**src/rtl/lmsel_pkg.sv**
```systemverilog
package lmsel_pkg;
    localparam int ROUTE_W = 2;
    localparam int MODE_W  = 2;
    localparam int CODE_W  = 3;

    typedef enum logic [1:0] {
        LINK_DARK    = 2'd0,
        LINK_ACQUIRE = 2'd1,
        LINK_LOCKED  = 2'd2
    } link_state_e;

    typedef enum logic [2:0] {
        SRC_MUTE    = 3'd0,
        SRC_RAW     = 3'd1,
        SRC_RETIMED = 3'd2,
        SRC_FULLCLK = 3'd3,
        SRC_CLK297  = 3'd4,
        SRC_REF10   = 3'd5,
        SRC_DIV     = 3'd6
    } src_e;
endpackage

```
**src/rtl/lmsel_link_fsm.sv**
```systemverilog
module lmsel_link_fsm
    import lmsel_pkg::*;
(
    input  logic        clk,
    input  logic        rst_n,
    input  logic        sd_act,
    input  logic        lock,
    output link_state_e state
);
    link_state_e next_state;

    always_comb begin
        next_state = state;
        unique case (state)
            LINK_DARK, LINK_ACQUIRE, LINK_LOCKED: begin
                if (!sd_act)    next_state = LINK_DARK;
                else if (!lock) next_state = LINK_ACQUIRE;
                else            next_state = LINK_LOCKED;
            end
            default: next_state = LINK_DARK;
        endcase
    end

    always_ff @(posedge clk or negedge rst_n) begin
        if (!rst_n) state <= LINK_DARK;
        else        state <= next_state;
    end

    // locked state only after signal and lock were both seen
    assert_locked_needs_both_R2: assert property (@(posedge clk) disable iff (!rst_n)
        (state == LINK_LOCKED) |-> $past(sd_act && lock));
    // a lost signal forces dark on the next clock
    assert_loss_goes_dark_R2: assert property (@(posedge clk) disable iff (!rst_n)
        !sd_act |=> (state == LINK_DARK));
endmodule

```
**src/rtl/lmsel_out0_sel.sv**
```systemverilog
module lmsel_out0_sel
    import lmsel_pkg::*;
(
    input  link_state_e         state,
    input  logic [MODE_W-1:0]   glob_mode,
    input  logic                ovr_en,
    input  logic [CODE_W-1:0]   code0,
    input  logic [CODE_W-1:0]   code1,
    input  logic                div_sel,
    output src_e                sel
);
    logic locked;
    logic ten_meg_ok;

    assign locked     = (state == LINK_LOCKED);
    assign ten_meg_ok = (code1 == 3'b101) && !div_sel;

    always_comb begin
        sel = SRC_MUTE;
        if (state != LINK_DARK) begin
            if (!ovr_en) begin
                unique case (glob_mode)
                    2'b00:        sel = SRC_MUTE;
                    2'b01, 2'b10: sel = locked ? SRC_RETIMED : SRC_RAW;
                    default:      sel = SRC_RAW;
                endcase
            end else begin
                unique case (code0)
                    3'b000:  sel = SRC_MUTE;
                    3'b001:  sel = ten_meg_ok ? SRC_REF10 : SRC_MUTE;
                    3'b010:  sel = SRC_RAW;
                    3'b100:  sel = locked ? SRC_RETIMED : SRC_MUTE;
                    default: sel = SRC_MUTE;
                endcase
            end
        end
    end
endmodule

```
**src/rtl/lmsel_out1_sel.sv**
```systemverilog
module lmsel_out1_sel
    import lmsel_pkg::*;
(
    input  link_state_e         state,
    input  logic [MODE_W-1:0]   glob_mode,
    input  logic                ovr_en,
    input  logic [CODE_W-1:0]   code1,
    input  logic                div_sel,
    input  logic                rate_high,
    output src_e                sel
);
    logic locked;
    assign locked = (state == LINK_LOCKED);

    always_comb begin
        sel = SRC_MUTE;
        if (state != LINK_DARK) begin
            if (!ovr_en) begin
                unique case (glob_mode)
                    2'b00:   sel = SRC_MUTE;
                    2'b01:   sel = !locked ? SRC_MUTE :
                                   (rate_high ? SRC_CLK297 : SRC_FULLCLK);
                    2'b10:   sel = locked ? SRC_RETIMED : SRC_RAW;
                    default: sel = SRC_RAW;
                endcase
            end else begin
                unique case (code1)
                    3'b111:  sel = SRC_MUTE;
                    3'b101:  sel = div_sel ? SRC_DIV : SRC_REF10;
                    3'b010:  sel = SRC_FULLCLK;
                    3'b001:  sel = locked ? SRC_RETIMED : SRC_MUTE;
                    3'b000:  sel = SRC_RAW;
                    default: sel = SRC_MUTE;
                endcase
            end
        end
    end
endmodule

```
**src/rtl/lock_aware_out_sel.sv**
```systemverilog
module lock_aware_out_sel
    import lmsel_pkg::*;
(
    input  logic               clk,
    input  logic               rst_n,
    input  logic [ROUTE_W-1:0] route_sel,
    input  logic [MODE_W-1:0]  glob_mode,
    input  logic               ovr_en,
    input  logic [CODE_W-1:0]  out0_code,
    input  logic [CODE_W-1:0]  out1_code,
    input  logic               div_sel,
    input  logic               out1_inv,
    input  logic               rate_high,
    input  logic               cdr_lock,
    input  logic               sd_in0,
    input  logic               sd_in1,
    input  logic               raw_in0,
    input  logic               raw_in1,
    input  logic               retimed_data,
    input  logic               fullrate_clk,
    input  logic               clk297,
    input  logic               ref10m_clk,
    input  logic               div_clk,
    output logic               out0,
    output logic               out1,
    output logic               out0_pd,
    output logic               out1_pd
);
    link_state_e state;
    src_e        sel0, sel1;
    logic        sd_act, raw_act, dark;

    assign sd_act  = route_sel[1] ? sd_in1  : sd_in0;
    assign raw_act = route_sel[1] ? raw_in1 : raw_in0;

    lmsel_link_fsm u_fsm (
        .clk(clk), .rst_n(rst_n), .sd_act(sd_act), .lock(cdr_lock), .state(state)
    );

    lmsel_out0_sel u_sel0 (
        .state(state), .glob_mode(glob_mode), .ovr_en(ovr_en),
        .code0(out0_code), .code1(out1_code), .div_sel(div_sel), .sel(sel0)
    );

    lmsel_out1_sel u_sel1 (
        .state(state), .glob_mode(glob_mode), .ovr_en(ovr_en),
        .code1(out1_code), .div_sel(div_sel), .rate_high(rate_high), .sel(sel1)
    );

    function automatic logic pick(input src_e s, input logic raw_b, input logic ret_b,
                                  input logic fc_b, input logic c297_b,
                                  input logic r10_b, input logic dv_b);
        unique case (s)
            SRC_RAW:     return raw_b;
            SRC_RETIMED: return ret_b;
            SRC_FULLCLK: return fc_b;
            SRC_CLK297:  return c297_b;
            SRC_REF10:   return r10_b;
            SRC_DIV:     return dv_b;
            default:     return 1'b0;
        endcase
    endfunction

    assign dark    = (state == LINK_DARK);
    assign out0_pd = dark || (route_sel == 2'b10);
    assign out1_pd = dark || (route_sel == 2'b01);

    always_comb begin
        out0 = 1'b0;
        out1 = 1'b0;
        if (!out0_pd)
            out0 = pick(sel0, raw_act, retimed_data, fullrate_clk, clk297, ref10m_clk, div_clk);
        if (!out1_pd && sel1 != SRC_MUTE)
            out1 = out1_inv ^ pick(sel1, raw_act, retimed_data, fullrate_clk, clk297,
                                   ref10m_clk, div_clk);
    end

    // route 01 keeps output 1 powered down and silent
    assert_route01_out1_off_R1: assert property (@(posedge clk) disable iff (!rst_n)
        (route_sel == 2'b01) |-> (out1_pd && !out1));
    // a powered-down output 0 is silent
    assert_pd0_silent_R1: assert property (@(posedge clk) disable iff (!rst_n)
        out0_pd |-> !out0);
    // global mute
    assert_global_mute_R3: assert property (@(posedge clk) disable iff (!rst_n)
        (!ovr_en && glob_mode == 2'b00) |-> (!out0 && !out1));
    // the 10 MHz clock on output 0 needs signal and output 1 on code 101
    assert_ten_meg_pair_R8: assert property (@(posedge clk) disable iff (!rst_n)
        (sel0 == SRC_REF10) |-> (!dark && out1_code == 3'b101 && !div_sel));
    // no retimed data while not locked
    assert_retimed_locked_R9: assert property (@(posedge clk) disable iff (!rst_n)
        (sel0 == SRC_RETIMED || sel1 == SRC_RETIMED) |-> $past(cdr_lock));
    // an explicitly muted output 1 stays at 0 whatever the polarity
    assert_mute_ignores_inv_R10: assert property (@(posedge clk) disable iff (!rst_n)
        (ovr_en && out1_code == 3'b111) |-> !out1);
endmodule

```
**config.mk**
```make
export PLATFORM = sky130hd
export DESIGN_NAME = lock_aware_out_sel
export DESIGN_NICKNAME = d
export VERILOG_FILES = /design/src/rtl/lmsel_pkg.sv /design/src/rtl/lmsel_link_fsm.sv /design/src/rtl/lmsel_out0_sel.sv /design/src/rtl/lmsel_out1_sel.sv /design/src/rtl/lock_aware_out_sel.sv
export SDC_FILE = /design/constraint.sdc
export NUM_CORES = 1
export LEC_CHECK = 0
export BUFFER_PORTS_ARGS = -buffer_cell sky130_fd_sc_hd__buf_2
export CAP_MARGIN = 0
export CORE_MARGIN = 1
export CORE_UTILIZATION = 35
export CTS_CLUSTER_SIZE = 10
export DETAILED_ROUTE_END_ITERATION = 10
export PLACE_DENSITY = 0.73
export SYNTH_ARGS = -nofsm -noshare
export SYNTH_HDL_FRONTEND = slang
export SYNTH_SLANG_ARGS = --single-unit
```
**constraint.sdc**
```tcl
create_clock -name clk -period 5 [get_ports clk]
set_input_delay 1 -clock clk [delete_from_list [all_inputs] [get_ports clk]]
set_output_delay 1 -clock clk [all_outputs]
set_load 0.1 [all_outputs]
```
**Yosys cells after proc, flatten, opt, wreduce, memory -nomap -nowiden**

Index checks and enable logic that the tools add are counted.

- Word-level logic and storage cells: 63
- Bits of input ports: 26
- Output and inout port bits: 4
- Flip-flop bits (word level): 2

- Bitwise gates (word level): 1
- Eq/ne operators: 24
- Reductions and logical operators: 13
- Muxes and demuxes: 24

Operators with widths:

| kind | number |
|---|---|
| $eq 3x3->1 const B | 8 |
| $mux 3 | 7 |
| $eq 3x2->1 const B | 6 |
| $pmux 3 s3 | 2 |
| $eq 3x1->1 const B | 4 |
| $mux 2 | 6 |
| $pmux 1 s6 | 2 |
| $pmux 3 s4 | 1 |
| $eq 2x1->1 const B | 3 |
| $eq 2x2->1 const B | 3 |
| $pmux 3 s2 | 1 |
| $mux 1 | 5 |
| $logic_not 2->1 | 2 |
| $logic_not 3->1 | 1 |
| $reduce_bool 3->1 | 1 |
| $reduce_or 3->1 | 1 |
| $logic_and 1x1->1 | 2 |
| $logic_not 1->1 | 2 |
| $logic_or 1x1->1 | 2 |
| $reduce_bool 2->1 | 1 |
| $reduce_or 2->1 | 1 |
| $xor 1x1->1 | 1 |

**Depth between registers and ports, before layout**

- Depth in word-level cells: 10
- Gate-level depth with buffers: 9
- Depth with buffers taken out: 9

**Cells and area by module**

Synthesis repeated with hierarchy kept, for this count alone.

- Cells, all modules: 74
- Area, all modules: 550.5 um^2

By module, submodules not included:

| module | area each (um^2) | times used | cells each | seq. area each (um^2) |
|---|---|---|---|---|
| lock_aware_out_sel | 197.7 | 1 | 28 | 0.0 |
| lmsel_out1_sel | 153.9 | 1 | 22 | 0.0 |
| lmsel_out0_sel | 123.9 | 1 | 18 | 0.0 |
| lmsel_link_fsm | 75.1 | 1 | 6 | 50.0 |

**Least setup slack after synthesis**

Ideal clock, no wire load.

- Path kind: in2out
- From: in route_sel[1]
- To: out out0
- Arrival time: 4170 ps
- Setup slack: -170 ps
- Cell stages on the path: 3
- Path through: inv_1 -> o22ai_1 -> a211oi_1

- Cells in the longest elaborated chain, start to end: 3

Ends and longest elaborated chain:

| item | RTL line | source |
|---|---|---|
| from (decl) | lock_aware_out_sel.sv:6 | `input logic [ROUTE_W-1:0] route_sel,` |
| $eq 2x2->1 | lock_aware_out_sel.sv:65 | `assign out0_pd = dark \|\| (route_sel == 2'b10);` |
| $logic_or 1x1->1 | lock_aware_out_sel.sv:65 |  |
| via out0_pd | lock_aware_out_sel.sv:26 | `output logic out0_pd,` |
| $mux 1 | lock_aware_out_sel.sv:71 | `if (!out0_pd)` |
| to (decl) | lock_aware_out_sel.sv:24 | `output logic out0,` |

The timed path passes the listed nets, and every way through them passes these cells.

**Final worst setup path**

- From: in glob_mode[1]
- To: out out1

- Cells in the longest elaborated chain, start to end: 9

Ends and longest elaborated chain:

| item | RTL line | source |
|---|---|---|
| from (decl) | lock_aware_out_sel.sv:7 | `input logic [MODE_W-1:0] glob_mode,` |
| $eq 2x2->1 (tied with other cells) | lmsel_out1_sel.sv:19 | `unique case (glob_mode)` |
| $pmux 3 s3 (*) | lmsel_out1_sel.sv:19 |  |
| $mux 3 (*) | lmsel_out1_sel.sv:18 | `if (!ovr_en) begin` |
| $mux 3 (*) | lmsel_out1_sel.sv:17 | `if (state != LINK_DARK) begin` |
| $eq 3x3->1 (tied with other cells) | lock_aware_out_sel.sv:53 | `unique case (s)` |
| $pmux 1 s6 | lock_aware_out_sel.sv:53 |  |
| $mux 1 | lock_aware_out_sel.sv:73 | `if (!out1_pd && sel1 != SRC_MUTE)` |
| $xor 1x1->1 | lock_aware_out_sel.sv:74 | `out1 = out1_inv ^ pick(sel1, raw_act, retimed_data, fullrate_clk, clk297,` |
| $mux 1 (*) | lock_aware_out_sel.sv:73 |  |
| to (decl) | lock_aware_out_sel.sv:25 | `output logic out1,` |

Every way passes the cells marked *; elsewhere a longest branch is shown, timed or not. The select of a mux whose other input is x is not followed.

==> results.py <==
metrics = {
    "clock_network": {
        "cts_resized": 0,
        "cts-root-buf": "clkbuf_4",
        "worstSkewPairLatency_ps": 220,
        "cts_tree": "yes",
        "holdBufCountCts": 0,
        "cts_buffers": 3,
        "h-tree-depth": 1,
        "clk_path_buf_depth": 2,
        "cts_setup_buffers": 0,
        "clk_pin_slew_worst_paths_ps": 30,
        "clock_sinks": 2,
    },
    "run_status": {
        "status": "finished clean",
    },
    "synth": {
        "netlist_instances": 64,
        "yosysSeqAreaShare": 0.09195,
        "synth_seq_cells": 2,
        "netlist.area_leader.share": 0.09195,
        "synth_area_leaders": "dfrtp_1 (9.2%), ha_1 (9.2%), mux2i_1 (5.5%)",
        "syn_avg_cell_area_sq_um": 8.504,
        "ys_warn_count": 0,
        "ys_types": 39,
        "synth_area_leader_cell": "dfrtp_1",
        "synth_fp_nets": 94,
        "syn_area_sq_um": 544.3,
    },
    "floorplanning": {
        "initial_core_util": 0.3984,
        "die-area_sq_um": 1717,
        "ios": 30,
        "rows": 13,
        "chipHeight_microns": 41.44,
        "fp.dieW_microns": 41.44,
        "core_sq_um": 1366,
    },
    "timing": {
        "post-route-min-period_ps": 4335,
        "rsz0062_at_grt": "no",
        "slew_headroom": 0.6782,
        "worstMarginPinSlew_ps": 486.0,
        "finClkSkew_ps": 0.2572,
        "fmax_mhz": 230.7,
        "fin_setup_tns_ps": 0,
        "final_hold_viol_count": 0,
        "slew_viol_final": 0,
        "setup_viol": 0,
        "fin_crit_sh": 0.8670,
    },
    "finish": {
        "top_regs": "u_fsm.state x2",
        "fin_nets": 125,
        "largest_reg_flops": 2,
        "area_growth_pct": 32.18,
        "regMostFlops": "u_fsm.state",
        "drive_above_1_share": 0.4839,
        "num_antenna_cells": 0,
    },
    "grt": {
        "grt_usage": 0.1634,
        "antenna_found_initial": 0,
        "globalRouteOverflowTotal": 0,
        "grt_pass1_wl_microns": 2325,
        "grt_pass1_vias": 592,
        "grt_max_degree": 10,
    },
    "route": {
        "avgRoutedWirePerCell_microns": 12.06,
        "drt_iter0_markers": 5,
        "finalWirelength_microns": 1302,
        "via_count": 602,
        "drtPass1Iterations": 4,
        "ant_nets": 0,
        "drc": 0,
        "viasPerCell": 5.574,
    },
    "critical_path": {
        "r2r_setup_slack_ps": 4020,
        "cp.arrival_ps": 3330,
        "r2r-start": "u_fsm.state[0]",
        "required_ps": 4000,
        "regToRegEndpoint": "u_fsm.state[1]",
        "cp_max_fo": 4,
        "reg2reg_depth": 2,
        "crit_type": "input port to output port",
        "crit_start": "glob_mode[1]",
        "startpoint_type": "input port",
        "end_kind": "output port",
    },
    "place": {
        "hpwl_microns": 1097,
        "port_buffers": 29,
        "gp_congestion": 0.9159,
    },
    "job": {
        "cap_viol_max_count": 0,
    },
    "pwr": {
        "ir_worst_vdd_mv": 0.1110,
        "power_uw": 122.6,
        "power_density_nw_per_um2": 170.4,
        "leakage_uw": 0.0003287,
    },
    "worst_hold_path": {
        "hp-class": "input port to async pin",
    },
}
worst max-delay path, stage by stage:
cell and delay (ps):
buf_2 110, inv_1 70, ha_1 200, nand2b_4 70, a2111oi_2 340, o221a_2 270
and2_1 170, o221ai_2 100, or3_1 330, a211oi_2 220, buf_2 450
through the flow:
step,worst slack [ps],std cells,hold WS (ps),util,cell area (sq um)
after floorplan,219.4,64,653.4,-,555.5
after global placement,680.5,105,769.3,0.5101,696.9
after detailed placement,648.2,105,785.5,0.5101,696.9
after CTS,644.9,108,556.2,0.5266,719.4
after global routing,502.0,108,548.5,0.5266,719.4
final,665.0,108,560.2,0.5266,719.4
final cells by class:
| type | count | area [sq um] |
|---|---|---|
| fillers | 139 | 646.9 |
| inverters | 5 | 18.77 |
| flip-flops and latches | 2 | 50.05 |
| clock buffers | 3 | 22.52 |
| well taps | 15 | 18.77 |
| repair buffers | 29 | 145.1 |
| multi-input cells | 54 | 464.2 |
placed cells by master (no fill, tap or decap), drive strengths merged:
cell     count
or3b         1
nand2b       2
a41oi        1
a2111oi      1
a2111o       1
nand4b       1
o21a         1
dfrtp        2
nand3b       1
o21ai        3
ha           4
a21oi        3
buf         29
mux2i        3
nor2         5
and4bb       1
nand2        3
and2         2
o2bb2ai      1
o221ai       1
o31ai        1
inv          5
or3          1
nor4bb       1
mux2         1
a311oi       1
clkbuf       3
a211oi       3
o221a        2
o22ai        2
o211ai       2
nand4        1
a2bb2oi      1
nor2b        3
report_power, final:
group | total [uW] | switching [uW] | internal [uW]
Clock | 34.5 | 8.08 | 26.4
Sequential | 20.7 | 3.30 | 17.4
Combinational | 67.4 | 42.6 | 24.8
Total | 123 | 54.0 | 68.6
Yosys cell counts:
| cell type | count |
|---|---|
| a2111o_1 | 1 |
| a2111oi_2 | 1 |
| a211oi_1 | 2 |
| a211oi_2 | 1 |
| a21oi_1 | 3 |
| a2bb2oi_1 | 1 |
| a311oi_1 | 1 |
| a41oi_1 | 1 |
| and2_1 | 2 |
| and4bb_2 | 1 |
| buf_4 | 1 |
| buf_6 | 1 |
| clkbuf_1 | 1 |
| dfrtp_1 | 2 |
| ha_1 | 4 |
| inv_1 | 5 |
| mux2_2 | 1 |
| mux2i_1 | 3 |
| nand2_1 | 3 |
| nand2b_1 | 1 |
| nand2b_4 | 1 |
| nand3b_1 | 1 |
| nand4_1 | 1 |
| nand4b_1 | 1 |
| nor2_1 | 5 |
| nor2b_1 | 2 |
| nor2b_4 | 1 |
| nor4bb_1 | 1 |
| o211ai_1 | 2 |
| o21a_1 | 1 |
| o21ai_0 | 3 |
| o221a_2 | 1 |
| o221a_4 | 1 |
| o221ai_2 | 1 |
| o22ai_1 | 2 |
| o2bb2ai_1 | 1 |
| o31ai_2 | 1 |
| or3_1 | 1 |
| or3b_2 | 1 |
worst max path at each step:
stage / slack (ps) / depth (start not counted) / end
final: 670 / 11 / out1
after CTS: 640 / 11 / out1
after floorplan: 220 / 9 / out1
after global routing: 500 / 11 / out1
after detailed placement: 650 / 11 / out1
after global placement: 680 / 11 / out1
metal layers:
metal | share of wire | track usage | vias to the layer above
li1 | - | - | 308
met3 | 0.055 | 0.03913 | 0
met1 | 0.45 | 0.2084 | 277
met5 | 0 | 0 | -
met4 | 0 | 0.04516 | 0
met2 | 0.49 | 0.2719 | 17
cell families (layout without fill, tap and decap cells):
family,count (synthesis),in the layout,synth area share
DFF,2,2,0.09196
and+or+nand+nor,22,22,0.2736
buffers and inverters,8,37,0.07586
adders and majority gates,4,4,0.09196
AOI/OAI and AO/OA,24,24,0.3908
muxes,4,4,0.07586
Note: power is estimated with default switching activity, not from simulation.
